[config.mk]
export PLATFORM = sky130hd
export DESIGN_NAME = fracn_divseq
export DESIGN_NICKNAME = d
export VERILOG_FILES = /design/src/rtl/fracn_pkg.sv /design/src/rtl/fracn_mash_stage.sv /design/src/rtl/fracn_mod_sel.sv /design/src/rtl/fracn_cnt_div.sv /design/src/rtl/fracn_divseq.sv
export SDC_FILE = /design/constraint.sdc
export NUM_CORES = 1
export LEC_CHECK = 0
export BUFFER_PORTS_ARGS = -buffer_cell sky130_fd_sc_hd__buf_2
export CAP_MARGIN = 10
export CORE_UTILIZATION = 40
export DETAILED_ROUTE_END_ITERATION = 8
export SYNTH_ARGS = -nofsm -noshare
export SYNTH_HDL_FRONTEND = slang
export SYNTH_SLANG_ARGS = --single-unit
[constraint.sdc]
create_clock -name clk -period 16.7 [get_ports clk]
set_input_delay 2.505 -clock clk [delete_from_list [all_inputs] [get_ports clk]]
set_output_delay 2.505 -clock clk [all_outputs]
set_load 0.01 [all_outputs]
[src/rtl/fracn_pkg.sv]
package fracn_pkg;

   function automatic int fracn_clip(input int v, input int lo, input int hi);
      int r;
      r = v;
      if (r < lo) r = lo;
      if (r > hi) r = hi;
      return r;
   endfunction

   // Largest positive offset of a noise-shaped cascade of the given order
   function automatic int fracn_off_max(input int order);
      return 1 << (order - 1);
   endfunction

   // Most negative offset of a noise-shaped cascade of the given order
   function automatic int fracn_off_min(input int order);
      return 1 - (1 << (order - 1));
   endfunction

endpackage

[src/rtl/fracn_mash_stage.sv]
module fracn_mash_stage #(
   parameter int FW = 28,
   parameter int OW = 4
) (
   input  logic                 clk,
   input  logic                 rst_n,
   input  logic                 step,
   input  logic                 freeze,
   input  logic [FW-1:0]        din,
   input  logic signed [OW-1:0] inner,
   output logic [FW-1:0]        sum,
   output logic signed [OW-1:0] shaped
);

   logic [FW-1:0]        acc_q;
   logic signed [OW-1:0] inner_q;
   logic [FW:0]          total;

   // Accumulate; the bit above the fraction is this stage's carry
   assign total  = {1'b0, acc_q} + {1'b0, din};
   assign sum    = total[FW-1:0];
   // Carry plus first difference of the later stages' shaped output
   assign shaped = $signed({{(OW-1){1'b0}}, total[FW]}) + inner - inner_q;

   always_ff @(posedge clk) begin
      if (!rst_n) begin
         acc_q   <= '0;
         inner_q <= '0;
      end else if (step && !freeze) begin
         acc_q   <= sum;
         inner_q <= inner;
      end
   end

endmodule

[src/rtl/fracn_mod_sel.sv]
module fracn_mod_sel
   import fracn_pkg::*;
#(
   parameter int NW      = 8,
   parameter int FW      = 28,
   parameter int OFW     = 4,
   parameter int N_MIN   = 35,
   parameter int N_MAX   = 251,
   parameter int N_RESET = 177
) (
   input  logic                  clk,
   input  logic                  rst_n,
   input  logic                  cfg_load,
   input  logic                  cfg_int,
   input  logic [NW-1:0]         cfg_n,
   input  logic [FW-1:0]         cfg_frac,
   input  logic                  step,
   input  logic signed [OFW-1:0] offset,
   output logic [FW-1:0]         sh_frac,
   output logic                  sh_int,
   output logic [NW-1:0]         mod_value,
   output logic signed [OFW-1:0] mod_offset,
   output logic                  mod_valid,
   output logic                  n_range_err
);

   logic [NW-1:0] sh_n;
   int            n_eff;
   int            off_eff;
   int            m_next;

   // Holding registers: written on load, consumed only at a boundary
   always_ff @(posedge clk) begin
      if (!rst_n) begin
         sh_n        <= NW'(N_RESET);
         sh_frac     <= '0;
         sh_int      <= 1'b0;
         n_range_err <= 1'b0;
      end else if (cfg_load) begin
         sh_n        <= cfg_n;
         sh_frac     <= cfg_frac;
         sh_int      <= cfg_int;
         n_range_err <= (int'(cfg_n) < N_MIN) || (int'(cfg_n) > N_MAX);
      end
   end

   always_comb begin
      n_eff   = fracn_clip(int'(sh_n), N_MIN, N_MAX);
      off_eff = sh_int ? 0 : int'(offset);
      m_next  = fracn_clip(n_eff + off_eff, N_MIN, N_MAX);
   end

   always_ff @(posedge clk) begin
      if (!rst_n) begin
         mod_value  <= NW'(N_RESET);
         mod_offset <= '0;
         mod_valid  <= 1'b0;
      end else if (step) begin
         mod_value  <= NW'(m_next);
         mod_offset <= OFW'(off_eff);
         mod_valid  <= 1'b1;
      end
   end

endmodule

[src/rtl/fracn_cnt_div.sv]
module fracn_cnt_div #(
   parameter int NW = 8
) (
   input  logic          clk,
   input  logic          rst_n,
   input  logic [NW-1:0] modulus,
   output logic          pulse
);

   logic [NW-1:0] cnt_q;

   // Last count of the division: the modulus is consumed here
   assign pulse = (cnt_q == (modulus - NW'(1)));

   always_ff @(posedge clk) begin
      if (!rst_n)     cnt_q <= '0;
      else if (pulse) cnt_q <= '0;
      else            cnt_q <= cnt_q + NW'(1);
   end

endmodule

[src/rtl/fracn_divseq.sv]
module fracn_divseq #(
   parameter int NW      = 8,
   parameter int FW      = 28,
   parameter int ORDER   = 3,
   parameter int N_MIN   = 35,
   parameter int N_MAX   = 251,
   parameter int N_RESET = 177
) (
   input  logic                     clk,
   input  logic                     rst_n,
   input  logic                     cfg_load,
   input  logic                     cfg_int,
   input  logic [NW-1:0]            cfg_n,
   input  logic [FW-1:0]            cfg_frac,
   output logic [NW-1:0]            mod_value,
   output logic signed [ORDER:0]    mod_offset,
   output logic                     mod_valid,
   output logic                     n_range_err,
   output logic                     div_pulse
);

   localparam int OFW = ORDER + 1;

   // Elaboration-time parameter checks
   if (ORDER < 1 || ORDER > 3) begin : g_bad_order
      $error("fracn_divseq: ORDER must be 1..3");
   end
   if (FW < 2 || FW > 62) begin : g_bad_fw
      $error("fracn_divseq: FW out of supported range");
   end
   if (N_MIN < 2 || N_MIN > N_MAX || N_MAX >= (1 << NW)) begin : g_bad_bounds
      $error("fracn_divseq: modulus bounds do not fit");
   end
   if (N_RESET < N_MIN || N_RESET > N_MAX) begin : g_bad_reset
      $error("fracn_divseq: reset modulus out of bounds");
   end

   logic [FW-1:0]        sh_frac;
   logic                 sh_int;
   logic [FW-1:0]        stg_din [ORDER];
   logic [FW-1:0]        stg_sum [ORDER];
   logic signed [OFW-1:0] stg_shp [ORDER+1];

   assign stg_shp[ORDER] = '0;

   // Cascade of accumulators; each feeds its residue to the next
   for (genvar k = 0; k < ORDER; k++) begin : g_stage
      if (k == 0) begin : g_first
         assign stg_din[k] = sh_frac;
      end else begin : g_next
         assign stg_din[k] = stg_sum[k-1];
      end
      fracn_mash_stage #(
         .FW (FW),
         .OW (OFW)
      ) u_stage (
         .clk    (clk),
         .rst_n  (rst_n),
         .step   (div_pulse),
         .freeze (sh_int),
         .din    (stg_din[k]),
         .inner  (stg_shp[k+1]),
         .sum    (stg_sum[k]),
         .shaped (stg_shp[k])
      );
   end

   fracn_mod_sel #(
      .NW      (NW),
      .FW      (FW),
      .OFW     (OFW),
      .N_MIN   (N_MIN),
      .N_MAX   (N_MAX),
      .N_RESET (N_RESET)
   ) u_sel (
      .clk         (clk),
      .rst_n       (rst_n),
      .cfg_load    (cfg_load),
      .cfg_int     (cfg_int),
      .cfg_n       (cfg_n),
      .cfg_frac    (cfg_frac),
      .step        (div_pulse),
      .offset      (stg_shp[0]),
      .sh_frac     (sh_frac),
      .sh_int      (sh_int),
      .mod_value   (mod_value),
      .mod_offset  (mod_offset),
      .mod_valid   (mod_valid),
      .n_range_err (n_range_err)
   );

   fracn_cnt_div #(
      .NW (NW)
   ) u_div (
      .clk     (clk),
      .rst_n   (rst_n),
      .modulus (mod_value),
      .pulse   (div_pulse)
   );

endmodule

==> summary.md <==
| Metric | Value |
|---|---|
| Yosys Warn Count | 0 |
| Ys async rst share | 0% |
| Die Ht | roughly 160 microns |
| Top cells by area, synth | dfxtp_1, ha_1, a21oi_1 |
| GRT Overall Usage | 18.59% |
| Min-Delay Path Class | reg2reg |
| Most common cell in the netlist | nand2_1 |
| Slowest stage delay, CP | around 0.7 ns |
| Critical Path End Type | flop |
| Reg2reg setup slack | ~3.6 ns |
| WP data required | between 15 and 20 ns |
| Maxcap violations | 0 |
| Run status | finished, final reports clean |
| Least-Margin Pin Slew | 1.115 ns |
| Crit path top cell by count | ha_1 |
| Layout cell share with drive strength beyond 1 | 8.852% |
| Startpoint types | flop |
| Final HPWL DP | roughly 17000 microns |
| Place WS | between 3 and 4 ns |
| Num CTS Buffers | 17 |
| Worst rel slew slack | between 20 and 30% |
| Fin nets | between 1000 and 1500 |
| Filler cell count | between 2000 and 3000 |
| Finished Core Util | about 46% |
| Worst Reg-to-Reg Cells | 57 |
| Post-route cell area | roughly 12000 sq um |
| Crit path depth | 57 |
| CTS root buf | clkbuf_16 |
| Final setup margin | 3.599 ns |
| Final hold vios | 0 |
| Routed len/inst | between 10 and 15 microns |
| Die width | approximately 160 microns |
| Largest net degree at the start of global routing | between 90 and 100 |
| Worst Path Buf+Inv | 4 |
| Final setup violation count | 0 |
| Worst vdd ir | ~0.055 mV |
| Post-Synthesis Cells | approximately 1300 |
| Setup bufs post-CTS | 0 |
| CTS Buffer Depth | 2 |
| Pwr Density | roughly 73 nW/um^2 |
| Vias in the first global route | approximately 8400 |
| CTS tree | yes |
| # rows | 58 |
| Final Max Slew Viols | 0 |
| Final ANT Viol Nets | 0 |
| Leakage | between 5 and 6 nW |
| Crit path DAT | about 13 ns |
| Post-synth EDFFs | 0 |
| Starting density of the core | 40.97% |
| Sequential share of the synthesized area | between 20 and 30% |
| Setup TNS | 0 ns |
| Final min period | 13.10 ns |
| Post-CTS Hold Fix Bufs | 0 |
| First DRT Iteration DRCs | about 510 |
| Skew final | around 0.012 ns |
| IO Count | between 50 and 60 |
| Pre-Repair DR Iteration Count | 5 |
| Area leader, netlist | dfxtp_1 |
| Yosys cell types | 66 |
| Worst skew pair latency | between 0.4 and 0.5 ns |
| Clock transition at path regs | roughly 0.070 ns |
| Vias after detailed routing | about 9000 |
| IO buf count | between 50 and 60 |
| Post_cts resized | 0 |
| RSZ-0062 raised after global routing | no |
| Drt via density | approximately 5.4 |
| Residual DRC count | 0 |
| Die Area | 26520 sq um |
| H-tree depth | 4 |
| Mean Syn Cell Area | between 8 and 9 sq um |
| Worst setup path endpoint | u_sel.mod_value[6] |
| Max Clock Freq | 0.07633 GHz |
| # diodes | 0 |
| Area Overhead vs Synth | 11.31% |
| Critical Path Source | g_stage[0].u_stage.acc_q[0] |
| CP max FO | 21 |
| Post-DP Area | 10900 sq um |
| Critical-path top delay cell | a2111oi_0 |
| Grt ovf | 0 |
| CP Class | reg2reg |
| First-pass GRT wire length | just over 40000 microns |
| Synth Flop Type | dfxtp_1 |
| Worst r2r src | g_stage[0].u_stage.acc_q[0] |
| Register bit total from synthesis | 147 |
| Final cell count without fillers | roughly 1700 |
| Core area | between 20000 and 30000 sq um |
| Top Family by Delay on Critical Path | compound AO/OA/AOI/OAI gates |
| Synth top area share | 28.44% |
| Synthesized area | 10350 sq um |
| Antenna violations before repair | 0 |
| Placed Cells | ~1600 |
| Post-synth top cells | nand2_1, dfxtp_1, a21oi_1 |
| Post-Syn Nets | 1452 |
| Period utilization | 78.45% |
| GP Congestion | approximately 0.84 |
| Clock Sinks | approximately 150 |
| FF-to-FF End | u_sel.mod_value[6] |
| Aggregate routed wire length | ~24000 microns |
-- per-layer routing --
layer | vias to the layer above | routed length [microns] | GRT usage (%)
li1 | 4671 | - | -
met1 | 4162 | 11150 | 22.85
met2 | 99 | 11940 | 33.37
met3 | 25 | 459 | 2.776
met4 | 0 | 340 | 5.098
met5 | - | 0 | 0
-- registers in the layout (all words and copies together) (netlist names) --
register / count
u_sel.sh_int: 1
u_sel.mod_valid: 1
u_sel.sh_n: 8
g_stage.u_stage.inner_q: 4
g_stage.u_stage.acc_q: 84
u_div.cnt_q: 8
u_sel.sh_frac: 28
u_sel.mod_value: 8
u_sel.n_range_err: 1
u_sel.mod_offset: 4
-- through the flow --
stage | power [W] | hold slack (ns)
after CTS | 0.0008499 | 0.4599
after global routing | 0.0008737 | 0.4779
after global placement | 0.0004446 | 0.4423
after floorplan | 0.0004245 | 0.4336
after detailed placement | 0.0004455 | 0.4489
final | 0.0008407 | 0.4572
-- placed cells by master (no fill, tap or decap), types with 10 or more instances in the layout --
cell type and instances:
o21ai_0 55, nand2b_1 12, a21oi_1 145, inv_1 45
a31oi_1 10, xnor2_1 66, or2_2 11, o21bai_1 10
nor3_1 10, nor2_1 114, a21o_1 38, xor2_1 28
a211oi_1 20, ha_1 118, clkbuf_16 17, mux2i_1 41
nand2_1 185, nand3_1 34, buf_2 55, dfxtp_1 147
o211ai_1 10, o21a_1 11, nor2b_1 13
-- worst register-to-register path, delay by kind of cell, from the launching register on --
family,cells,cell delay [ns]
xor+xnor,3,0.48
compound gates,27,6.62
simple gates,11,1.94
fa+ha+maj,12,3.34
flops,1,0.31
buf+inv,4,0.38
-- logic make-up (layout without fill, tap and decap cells) --
kind of cell	count (synthesis)	count (layout)	share of synthesized area, %
buffers and inverters	95	139	3.482
DFF	147	147	28.44
adders and majority gates	123	123	15.24
xor gates and xnor gates	94	94	7.956
and+or+nand+nor	421	421	18.21
muxes	41	41	3.966
AOI/OAI and AO/OA	368	368	22.71
-- worst min-delay path by stage --
stage / startpoint / endpoint / slack, ns / depth (start not counted)
3_5_place_dp: g_stage[0].u_stage.acc_q[6] / g_stage[0].u_stage.acc_q[6] / 0.45 / 2
6_report: g_stage[1].u_stage.acc_q[3] / g_stage[1].u_stage.acc_q[3] / 0.46 / 2
2_1_floorplan: g_stage[1].u_stage.acc_q[21] / g_stage[1].u_stage.acc_q[21] / 0.43 / 2
4_1_cts: g_stage[2].u_stage.acc_q[11] / g_stage[2].u_stage.acc_q[11] / 0.46 / 2
3_3_place_gp: g_stage[2].u_stage.acc_q[0] / g_stage[2].u_stage.acc_q[0] / 0.44 / 2
5_1_grt: g_stage[2].u_stage.acc_q[9] / g_stage[2].u_stage.acc_q[9] / 0.48 / 2
-- report_power, final --
| part | total (W) | internal [W] | switching [W] |
|---|---|---|---|
| combinational | 0.0000752 | 0.0000303 | 0.0000450 |
| clock | 0.000404 | 0.000228 | 0.000176 |
| sequential | 0.000362 | 0.000357 | 0.00000527 |
-- final cells by class --
cell class,count,area (sq um),share of cell area [%]
inverter,46,173.9,1.510
tap,330,412.9,3.585
multi-input combinational,1047,7058,61.28
sequential,147,2943,25.55
clock inverter,15,183.9,1.597
clock buffer,17,425.4,3.694
timing repair buffer,61,320.3,2.781
Note: power is estimated with default switching activity, not from simulation.
